`src/rtl/intc_pkg.sv`:
```
package intc_pkg;

    typedef enum logic [1:0] {
        SK_BUSY = 2'd0,
        SK_IDLE = 2'd1,
        SK_DONE = 2'd2,
        SK_PEND = 2'd3
    } skip_kind_e;

    localparam logic [1:0] VEC_DEV_LOC = 2'd1;
    localparam logic [1:0] VEC_STK_LOC = 2'd3;

endpackage

```
`src/rtl/intc_flag_bank.sv`:
```
module intc_flag_bank #(
    parameter int NUM_DEV = 64,
    parameter int CODE_W  = $clog2(NUM_DEV)
) (
    input  logic               clk,
    input  logic               rst_n,
    input  logic               set_vld,
    input  logic [CODE_W-1:0]  set_code,
    input  logic               clr_vld,
    input  logic [CODE_W-1:0]  clr_code,
    output logic [NUM_DEV-1:0] flags
);
    logic [NUM_DEV-1:0] flags_d, flags_q;

    always_comb begin
        flags_d = flags_q;
        for (int i = 0; i < NUM_DEV; i++) begin
            if (set_vld && set_code == CODE_W'(i)) flags_d[i] = 1'b1;
            if (clr_vld && clr_code == CODE_W'(i)) flags_d[i] = 1'b0;
        end
    end

    always_ff @(posedge clk or negedge rst_n) begin
        if (!rst_n) flags_q <= '0;
        else        flags_q <= flags_d;
    end

    assign flags = flags_q;

    // clear of a code always lands, even against a same-cycle set
    a_r2_clear_wins: assert property (@(posedge clk) disable iff (!rst_n)
        clr_vld |=> !flags_q[$past(clr_code)]);

    // an uncontested set lands in the next cycle
    a_r2_set_lands: assert property (@(posedge clk) disable iff (!rst_n)
        (set_vld && !(clr_vld && clr_code == set_code)) |=> flags_q[$past(set_code)]);

endmodule

```
`src/rtl/intc_mask_map.sv`:
```
module intc_mask_map #(
    parameter int NUM_DEV        = 64,
    parameter int MASK_W         = 16,
    parameter int GRP_W          = $clog2(MASK_W),
    parameter int DEVS_PER_GRP   = 4,
    parameter bit GRP_FROM_ARRAY = 1'b0,
    parameter logic [NUM_DEV*GRP_W-1:0] DEV_GRP = '0
) (
    input  logic [MASK_W-1:0]  mask,
    output logic [NUM_DEV-1:0] dis
);
    for (genvar d = 0; d < NUM_DEV; d++) begin : g_dev
        localparam int GRP = GRP_FROM_ARRAY ? int'(DEV_GRP[d*GRP_W +: GRP_W])
                                            : (d / DEVS_PER_GRP) % MASK_W;
        assign dis[d] = mask[GRP];
    end
endmodule

```
`src/rtl/intc_lowest.sv`:
```
module intc_lowest #(
    parameter int N = 64,
    parameter int W = $clog2(N)
) (
    input  logic [N-1:0] vec,
    output logic         any,
    output logic [W-1:0] idx
);
    always_comb begin
        idx = '0;
        for (int i = N - 1; i >= 0; i--) begin
            if (vec[i]) idx = W'(i);
        end
        any = |vec;
    end
endmodule

```
`src/rtl/dev_irq_ctrl.sv`:
```
module dev_irq_ctrl #(
    parameter int NUM_DEV        = 64,
    parameter int MASK_W         = 16,
    parameter int DEVS_PER_GRP   = 4,
    parameter bit GRP_FROM_ARRAY = 1'b0,
    parameter int GRP_W          = $clog2(MASK_W),
    parameter logic [NUM_DEV*GRP_W-1:0] DEV_GRP = '0,
    parameter int CODE_W         = $clog2(NUM_DEV)
) (
    input  logic              clk,
    input  logic              rst_n,
    input  logic              busy_set_vld,
    input  logic [CODE_W-1:0] busy_set_code,
    input  logic              busy_clr_vld,
    input  logic [CODE_W-1:0] busy_clr_code,
    input  logic              done_set_vld,
    input  logic [CODE_W-1:0] done_set_code,
    input  logic              done_clr_vld,
    input  logic [CODE_W-1:0] done_clr_code,
    input  logic              pwr_fail_set,
    input  logic              stk_ovf_set,
    input  logic              fetch,
    input  logic              cmd_ion,
    input  logic              cmd_iof,
    input  logic              cmd_mask_vld,
    input  logic [MASK_W-1:0] cmd_mask_data,
    input  logic              cmd_ack,
    input  logic              cmd_iorst,
    input  logic              skip_req,
    input  logic [1:0]        skip_kind,
    input  logic [CODE_W-1:0] skip_code,
    output logic              irq_take,
    output logic [1:0]        irq_vec,
    output logic              ack_vld,
    output logic [CODE_W-1:0] ack_code,
    output logic              skip_vld,
    output logic              skip_hit
);
    import intc_pkg::*;

    localparam logic [CODE_W-1:0] CPU_CODE = CODE_W'(NUM_DEV - 1);

    typedef struct packed {
        logic               ien;
        logic               dly;
        logic               stk;
        logic               pwr;
        logic [MASK_W-1:0]  mask;
        logic [NUM_DEV-1:0] dis;
        logic               ack_vld;
        logic [CODE_W-1:0]  ack_code;
        logic               skip_vld;
        logic               skip_hit;
    } ctl_t;

    ctl_t st_d, st_q;

    logic [NUM_DEV-1:0] busy_f, done_f, dis_new, req;
    logic               req_any;
    logic [CODE_W-1:0]  req_low;
    logic               take;
    logic               t_busy, t_done;

    intc_flag_bank #(.NUM_DEV(NUM_DEV), .CODE_W(CODE_W)) u_busy (
        .clk(clk), .rst_n(rst_n),
        .set_vld(busy_set_vld), .set_code(busy_set_code),
        .clr_vld(busy_clr_vld), .clr_code(busy_clr_code),
        .flags(busy_f)
    );

    intc_flag_bank #(.NUM_DEV(NUM_DEV), .CODE_W(CODE_W)) u_done (
        .clk(clk), .rst_n(rst_n),
        .set_vld(done_set_vld), .set_code(done_set_code),
        .clr_vld(done_clr_vld), .clr_code(done_clr_code),
        .flags(done_f)
    );

    intc_mask_map #(
        .NUM_DEV(NUM_DEV), .MASK_W(MASK_W), .GRP_W(GRP_W),
        .DEVS_PER_GRP(DEVS_PER_GRP), .GRP_FROM_ARRAY(GRP_FROM_ARRAY),
        .DEV_GRP(DEV_GRP)
    ) u_map (
        .mask(cmd_mask_data),
        .dis(dis_new)
    );

    intc_lowest #(.N(NUM_DEV), .W(CODE_W)) u_low (
        .vec(req), .any(req_any), .idx(req_low)
    );

    always_comb begin
        st_d = st_q;

        req  = done_f & ~st_q.dis;
        take = st_q.ien && !st_q.dly && (req_any || st_q.stk);

        if (fetch) st_d.dly = 1'b0;
        if (take) begin
            st_d.ien = 1'b0;
            if (st_q.stk) st_d.stk = 1'b0;
        end
        if (stk_ovf_set)  st_d.stk = 1'b1;
        if (pwr_fail_set) st_d.pwr = 1'b1;
        if (cmd_ion) begin
            st_d.ien = 1'b1;
            st_d.dly = 1'b1;
        end
        if (cmd_iof) st_d.ien = 1'b0;
        if (cmd_mask_vld) begin
            st_d.mask = cmd_mask_data;
            st_d.dis  = dis_new;
        end
        if (cmd_iorst) begin
            st_d.ien  = 1'b0;
            st_d.dly  = 1'b0;
            st_d.stk  = 1'b0;
            st_d.pwr  = 1'b0;
            st_d.mask = '0;
            st_d.dis  = '0;
        end

        st_d.ack_vld = cmd_ack;
        if (cmd_ack) st_d.ack_code = req_any ? req_low : '0;

        t_busy = (skip_code == CPU_CODE) ? st_q.ien : busy_f[skip_code];
        t_done = (skip_code == CPU_CODE) ? st_q.pwr : done_f[skip_code];
        st_d.skip_vld = skip_req;
        if (skip_req) begin
            unique case (skip_kind_e'(skip_kind))
                SK_BUSY: st_d.skip_hit = t_busy;
                SK_IDLE: st_d.skip_hit = !t_busy;
                SK_DONE: st_d.skip_hit = t_done;
                SK_PEND: st_d.skip_hit = !t_done;
            endcase
        end
    end

    always_ff @(posedge clk or negedge rst_n) begin
        if (!rst_n) st_q <= '0;
        else        st_q <= st_d;
    end

    assign irq_take = take;
    assign irq_vec  = st_q.stk ? VEC_STK_LOC : VEC_DEV_LOC;
    assign ack_vld  = st_q.ack_vld;
    assign ack_code = st_q.ack_code;
    assign skip_vld = st_q.skip_vld;
    assign skip_hit = st_q.skip_hit;

    // no interrupt in the cycle right after enabling
    a_r5_ion_delay: assert property (@(posedge clk) disable iff (!rst_n)
        (cmd_ion && !cmd_iof && !cmd_iorst) |=> !irq_take);

    // a take drops the enable, so it never lasts two cycles
    a_r6_take_single: assert property (@(posedge clk) disable iff (!rst_n)
        irq_take |=> !irq_take);

    // a take with stack overflow pending consumes the overflow
    a_r7_stk_consumed: assert property (@(posedge clk) disable iff (!rst_n)
        (irq_take && st_q.stk && !stk_ovf_set) |=> !st_q.stk);

    // disable command blocks the next cycle's take
    a_r8_iof_blocks: assert property (@(posedge clk) disable iff (!rst_n)
        cmd_iof |=> !irq_take);

    // mask load captures the command data
    a_r3_mask_load: assert property (@(posedge clk) disable iff (!rst_n)
        (cmd_mask_vld && !cmd_iorst) |=> (st_q.mask == $past(cmd_mask_data)));

    // acknowledge answers one cycle later
    a_r9_ack_answer: assert property (@(posedge clk) disable iff (!rst_n)
        cmd_ack |=> ack_vld);

    // I/O reset leaves no take and an empty mask
    a_r12_iorst_clear: assert property (@(posedge clk) disable iff (!rst_n)
        cmd_iorst |=> (!irq_take && st_q.mask == '0 && st_q.dis == '0));

endmodule

```
`config.mk`:
```
export PLATFORM = sky130hd
export DESIGN_NAME = dev_irq_ctrl
export DESIGN_NICKNAME = d
export VERILOG_FILES = /design/src/rtl/intc_pkg.sv /design/src/rtl/intc_flag_bank.sv /design/src/rtl/intc_mask_map.sv /design/src/rtl/intc_lowest.sv /design/src/rtl/dev_irq_ctrl.sv
export SDC_FILE = /design/constraint.sdc
export NUM_CORES = 1
export LEC_CHECK = 0
export BUFFER_PORTS_ARGS = -buffer_cell sky130_fd_sc_hd__buf_2
export CAP_MARGIN = 30
export CORE_UTILIZATION = 65
export CTS_CLUSTER_SIZE = 10
export DETAILED_ROUTE_END_ITERATION = 8
export GPL_ROUTABILITY_DRIVEN = 0
export PLACE_DENSITY = 0.87
export SYNTH_ARGS = -nofsm -noshare
export SYNTH_HDL_FRONTEND = slang
export SYNTH_SLANG_ARGS = --single-unit
```
`constraint.sdc`:
```
create_clock -name clk -period 4 [get_ports clk]
set_input_delay 0.2 -clock clk [delete_from_list [all_inputs] [get_ports clk]]
set_output_delay 0.2 -clock clk [all_outputs]
set_load 0.02 [all_outputs]
```
==> Word-level counts from Yosys, hierarchy flattened <==
Cells that the tools add are included.
{ "word_totals": {"ff_bits": 205, "in_bits": 63, "output_inout_bits": 12, "wordCells": 1134} }
{ "op_classes": {"n_lt_le_gt_ge": 1, "n_eq_ne": 256, "mux": 337, "bitwise": 2, "n_reduce_logical": 401} }
{ "op_table": {"columns": ["cell", "n"], "rows": [
  ["6-bit == test, second input constant", 129],
  ["6-bit two-way mux", 65],
  ["6-bit by 5-bit == test with 1-bit output, second input constant", 64],
  ["1-bit two-way mux", 265],
  ["2-bit nonzero test", 130],
  ["1-bit logical AND", 258],
  ["6-bit by 4-bit == test with 1-bit output, second input constant", 32],
  ["6-bit by 3-bit == test with 1-bit output, second input constant", 16],
  ["84-bit two-way mux", 1],
  ["80-bit two-way mux", 1],
  ["64-bit AND", 1],
  ["64-bit inverter", 1],
  ["64-bit OR reduction", 1],
  ["6-bit by 2-bit == test with 1-bit output, second input constant", 8],
  ["6-bit by 1-bit == test with 1-bit output, second input constant", 4],
  ["6-bit logical NOT", 4],
  ["1-bit binary-select mux with 6-bit select", 2],
  ["6-bit by 7-bit < comparator with 1-bit output, second input constant", 1],
  ["3-bit nonzero test", 2],
  ["2-bit == test, second input constant", 2],
  ["2-bit two-way mux", 2],
  ["1-bit one-hot mux with 4 select lines", 1],
  ["4-bit nonzero test", 1],
  ["1-bit logical NOT", 3],
  ["3 further kinds", 3]
]} }

==> Longest topological paths before layout <==
{ "logic_depth": {"word_depth": 67, "depth_mapped": 11, "mapped_depth_nobuf": 8} }

==> Cells and area by module <==
From an unflattened synthesis, not the netlist that was laid out.
{ "hier_totals": {"cells_unflattened": 1159, "hier_area_um2": 11509.8} }
{ "modules_own_cells": {"columns": ["mod", "instances", "cells_per_inst", "area_per_inst_um2", "seq_area_each_um2"], "rows": [
  ["intc_flag_bank", 2, 256, 2702.6, 1601.5],
  ["dev_irq_ctrl", 1, 438, 4737.0, 1926.8],
  ["intc_lowest", 1, 145, 887.1, 0.0],
  ["intc_mask_map", 1, 64, 480.5, 0.0]
]} }

==> Worst setup path after synthesis <==
Ideal clock, no wire load.
{ "synth_path": {"kind": "register to register", "from": "register u_done.flags_q[29], in the netlist u_done.flags[29]", "to": "register st_q (netlist bit skip_hit)", "setup_ns": 0.123, "arrival_time_ns": 1.791, "required_ns": 3.877, "path_slack_ns": 2.086, "stages_incl_launch_ff": 9, "path_buffers": 0, "synth_period_minus_slack_ns": 1.914, "path_cell_list": "dfrtp_1 mux4_1 mux2_2 nand3_1 a41oi_1 a211oi_2 a211oi_2 xnor2_1 a21oi_1"} }
{ "synth_between": {"elab_chain_cells": 5} }
{ "synth_rtl": {"columns": ["item", "line", "rtl"], "rows": [
  ["start, declared", "intc_flag_bank.sv:13", "logic [NUM_DEV-1:0] flags_d, flags_q;"],
  ["start signal, assigned", "intc_flag_bank.sv:25", "else flags_q <= flags_d;"],
  ["1-bit binary-select mux with 6-bit select (*)", "dev_irq_ctrl.sv:126", "t_done = (skip_code == CPU_CODE) ? st_q.pwr : done_f[skip_code];"],
  ["1-bit two-way mux (implied by the code) (*)", "dev_irq_ctrl.sv:126", null],
  ["1-bit two-way mux (*)", "dev_irq_ctrl.sv:126", null],
  ["1-bit logical NOT", "dev_irq_ctrl.sv:133", "SK_PEND: st_d.skip_hit = !t_done;"],
  ["1-bit one-hot mux with 4 select lines (*)", "dev_irq_ctrl.sv:129", "unique case (skip_kind_e'(skip_kind))"],
  ["end signal, assigned", "dev_irq_ctrl.sv:140", "else st_q <= st_d;"],
  ["end, declared", "dev_irq_ctrl.sv:56", "ctl_t st_d, st_q;"]
]} }
Every way passes the cells marked *; elsewhere a longest branch is shown, timed or not. The select of a mux whose other input is x is not followed.
A chain may end at the register's enable or synchronous reset.

==> Worst setup path after layout <==
{ "layout_path": {"from": "register u_done.flags_q[60], in the netlist u_done.flags[60]", "to": "output irq_take"} }
{ "layout_between": {"elab_chain_cells": 4} }
{ "layout_rtl": {"columns": ["item", "line", "rtl"], "rows": [
  ["64-bit AND", "dev_irq_ctrl.sv:94", "req = done_f & ~st_q.dis;"],
  ["64-bit OR reduction", "intc_lowest.sv:14", "any = |vec;"],
  ["1-bit logical OR", "dev_irq_ctrl.sv:95", "take = st_q.ien && !st_q.dly && (req_any || st_q.stk);"],
  ["1-bit logical AND", "dev_irq_ctrl.sv:95", null],
  ["end, declared", "dev_irq_ctrl.sv:32", "output logic irq_take,"]
]} }
Every way passes these cells.

==> flow_metrics.env <==
export IMPL_power_density_mw_per_mm2=526
export IMPL_cts_path_max_buffers=2
export IMPL_drv_cap=0
export IMPL_synth_nets=996
export IMPL_fin_crit_ns=2.79
export IMPL_crit_slowest_cell="nor4_1"
export IMPL_skew_ns=0.00842
export IMPL_mostFrequentLayoutCells="a21oi_1, dfrtp_1, nor2_1"
export IMPL_stdcell_count=1182
export IMPL_grt_pass1_wl_mm=40.7
export IMPL_drt_iter0_markers=1467
export IMPL_final_max_slew_viol_count=0
export IMPL_final_common_cell="a21oi_1"
export IMPL_post_synth_top_area_cell="dfrtp_1"
export IMPL_antenna_left=0
export IMPL_p_comb_frac=0.223
export IMPL_switching_power_w=0.00168
export IMPL_multiInputGateArea_mm2=0.00427
export IMPL_finalHoldViolCount=0
export IMPL_seq_area_mm2=0.00393
export IMPL_power_share_clock=0.338
export IMPL_antenna_found_initial=0
export IMPL_ir_drop_mv=0.362
export IMPL_place_area_mm2=0.00899
export IMPL_die_h_um=117
export IMPL_worst_pin_slew_ns=1.08
export IMPL_core_region_area_mm2=0.0127
export IMPL_cts_tree="built"
export IMPL_cp_slowest_stage_delay_ns=0.58
export IMPL_critical_path_required_ns=3.80
export IMPL_track_usage=0.406
export IMPL_root_buffer="clkbuf_16"
export IMPL_cts_buffers_inserted=17
export IMPL_crit_type="flop to primary output"
export IMPL_seq_area_frac_synth=0.459
export IMPL_insertion_delay_ns=0.44
export IMPL_path_delay_family="simple AND/OR/NAND/NOR gates"
export IMPL_drc=0
export IMPL_syn_to_final_growth_pct=13.5
export IMPL_drt_vias_per_instance=7.08
export IMPL_syn_area_mm2=0.00856
export IMPL_dr_pass1_iters=7
export IMPL_avgSynthCellArea_um2=9.17
export IMPL_die_w_um=117
export IMPL_utilization=0.763
export IMPL_grt_pass1_vias=7733
export IMPL_rows=41
export IMPL_maxSlewHeadroom=0.271
export IMPL_start_util=0.673
export IMPL_synth_area_top_cells="dfrtp_1, a21oi_1, nor2_1"
export IMPL_switching_share=0.329
export IMPL_fin_crit_sh=0.698
export IMPL_final_nets=1060
export IMPL_synthCells=933
export IMPL_p_int_w=0.00343
export IMPL_path_buf_inv=2
export IMPL_pwr_share_seq=0.438
export IMPL_ys_warn_count=0
export IMPL_clock_fmax_mhz=358
export IMPL_synthArstFlopShare=1.00
export IMPL_cts_sinks=157
export IMPL_grt_max_degree=108
export IMPL_place_port_buffers=73
export IMPL_crit_path_cell_trace="nor4_1 > o21bai_1 > nor3_1 > nand3_1 > o21ai_0 > inv_1 > buf_2"
export IMPL_crit_fanout=5
export IMPL_io_pins=75
export IMPL_synth_main_ff_cell="dfrtp_1"
export IMPL_grt_ovfl_total=0
export IMPL_arrival_ns=2.59
export IMPL_wire_per_inst_um=22.3
export IMPL_drive_gt1_frac=0.136
export IMPL_synth_edff_count=0
export IMPL_p_leak_nw=4.35
export IMPL_vias=8365
export IMPL_die_area_mm2=0.0136
export IMPL_start_kind="flop"
export IMPL_fill_cells=840
export IMPL_final_setup_viol_count=0
export IMPL_post_place_cells=1143
export IMPL_ys_seq_elements=157
export IMPL_final_area_mm2=0.00971
export IMPL_synth_top_area_frac=0.459
export IMPL_h_tree_depth=4
export IMPL_setup_tns_ns=0
export IMPL_endpoint_kind="primary output"
export IMPL_rsz0062_at_grt="no"
export IMPL_hold_ws_ns=0.00504
export IMPL_diodes=0
export IMPL_worstHoldPathType="input pin to flop"
export IMPL_status="completed"
export IMPL_wl_mm=26.3
export IMPL_cts_resized_gates=0
export IMPL_hpwl_mm=18.1
export IMPL_clk_pin_slew_ns=0.06
export IMPL_synth_distinct_cells=55
Yosys cell counts (5+ instances only):
cell and instances:
a221oi_1 7, o21ai_0 27, nor3b_1 5, mux4_2 10, nand2_1 22, a21oi_1 288
nand3_1 6, buf_4 10, and3_1 6, clkbuf_1 30, o21bai_1 5, nor3_1 28
nor4_1 14, o22ai_1 11, dfrtp_1 157, inv_1 24, mux2i_1 37, nor2b_1 13
mux4_1 13, nand2b_1 22, nor2_1 136
cell type report:
| type | instances | area share |
|---|---|---|
| Sequential cell | 157 | 0.405 |
| Clock buffer | 19 | 0.0456 |
| Timing Repair Buffer | 93 | 0.0585 |
| Inverter | 25 | 0.00966 |
| Tap cell | 172 | 0.0222 |
| Multi-Input combinational cell | 703 | 0.440 |
| Clock inverter | 13 | 0.0195 |
cells by family after synthesis:
| group | Yosys count | synth area share |
|---|---|---|
| AOI/OAI and AO/OA | 376 | 0.241 |
| xor gates and xnor gates | 1 | 0.00102 |
| buffers and inverters | 73 | 0.0428 |
| DFF | 157 | 0.459 |
| muxes | 64 | 0.115 |
| other | 1 | 0.000438 |
| and+or+nand+nor | 261 | 0.141 |
power by group through the flow:
stage	clock, W	combinational (W)	sequential (W)
finish	0.00173	0.00114	0.00224
global route	0.00180	0.00126	0.00225
CTS	0.00172	0.00111	0.00220
detailed placement	0	0.00109	0.00221
global placement	0	0.00104	0.00221
floorplan	0	0.000842	0.00207
registers in the layout, indices dropped and copies added (netlist names):
signal        count
u_done.flags     64
ack_code          6
st_q             20
ack_vld           1
u_busy.flags     64
skip_vld          1
skip_hit          1
worst paths after layout:
path / cells after the start / slack (ns) / endpoint / start
worst max register to register: 7 / 1.64 / ack_code[1]$_DFFE_PN0P_ / u_done.flags[60]$_DFFE_PN0P_
worst max-delay path: 7 / 1.21 / irq_take / u_done.flags[60]$_DFFE_PN0P_
worst min-delay path: 3 / 0.005 / st_q[48]$_DFFE_PN0P_ / cmd_mask_data[9]
max in group asynchronous: 4 / 2.87 / u_done.flags[8]$_DFFE_PN0P_ / rst_n
min in group asynchronous: 3 / 0.34 / st_q[48]$_DFFE_PN0P_ / rst_n
worst min register to register: 2 / 0.53 / ack_code[2]$_DFFE_PN0P_ / ack_code[2]$_DFFE_PN0P_
through the flow:
stage	power [W]	setup WS (ns)
6_report	0.00511	1.21
5_1_grt	0.00531	0.987
4_1_cts	0.00504	1.25
3_5_place_dp	0.00330	1.44
3_3_place_gp	0.00325	1.54
2_1_floorplan	0.00292	2.09
per-layer routing:
| metal | global-route usage | up-vias | wire [µm] |
|---|---|---|---|
| met5 | 0 | - | 0 |
| met2 | 0.601 | 782 | 11500 |
| met1 | 0.557 | 3889 | 9960 |
| li1 | - | 3560 | - |
| met4 | 0.162 | 0 | 982 |
| met3 | 0.131 | 134 | 3830 |
worst register-to-register path, stage by stage, from the launching register on:
cell and delay (ns):
dfrtp_1 0.43, nor4_1 0.58, o21bai_1 0.16, nor3_1 0.32, nand3_1 0.20, and3_1 0.25, o31a_1 0.11, o22a_1 0.19
what timing repair did:
item | CTS | global route
endpoints found under the hold margin | 111 | 0
setup buffers | 0 | 0
hold buffers | 6 | 0
Note: power is estimated with default switching activity, not from simulation.
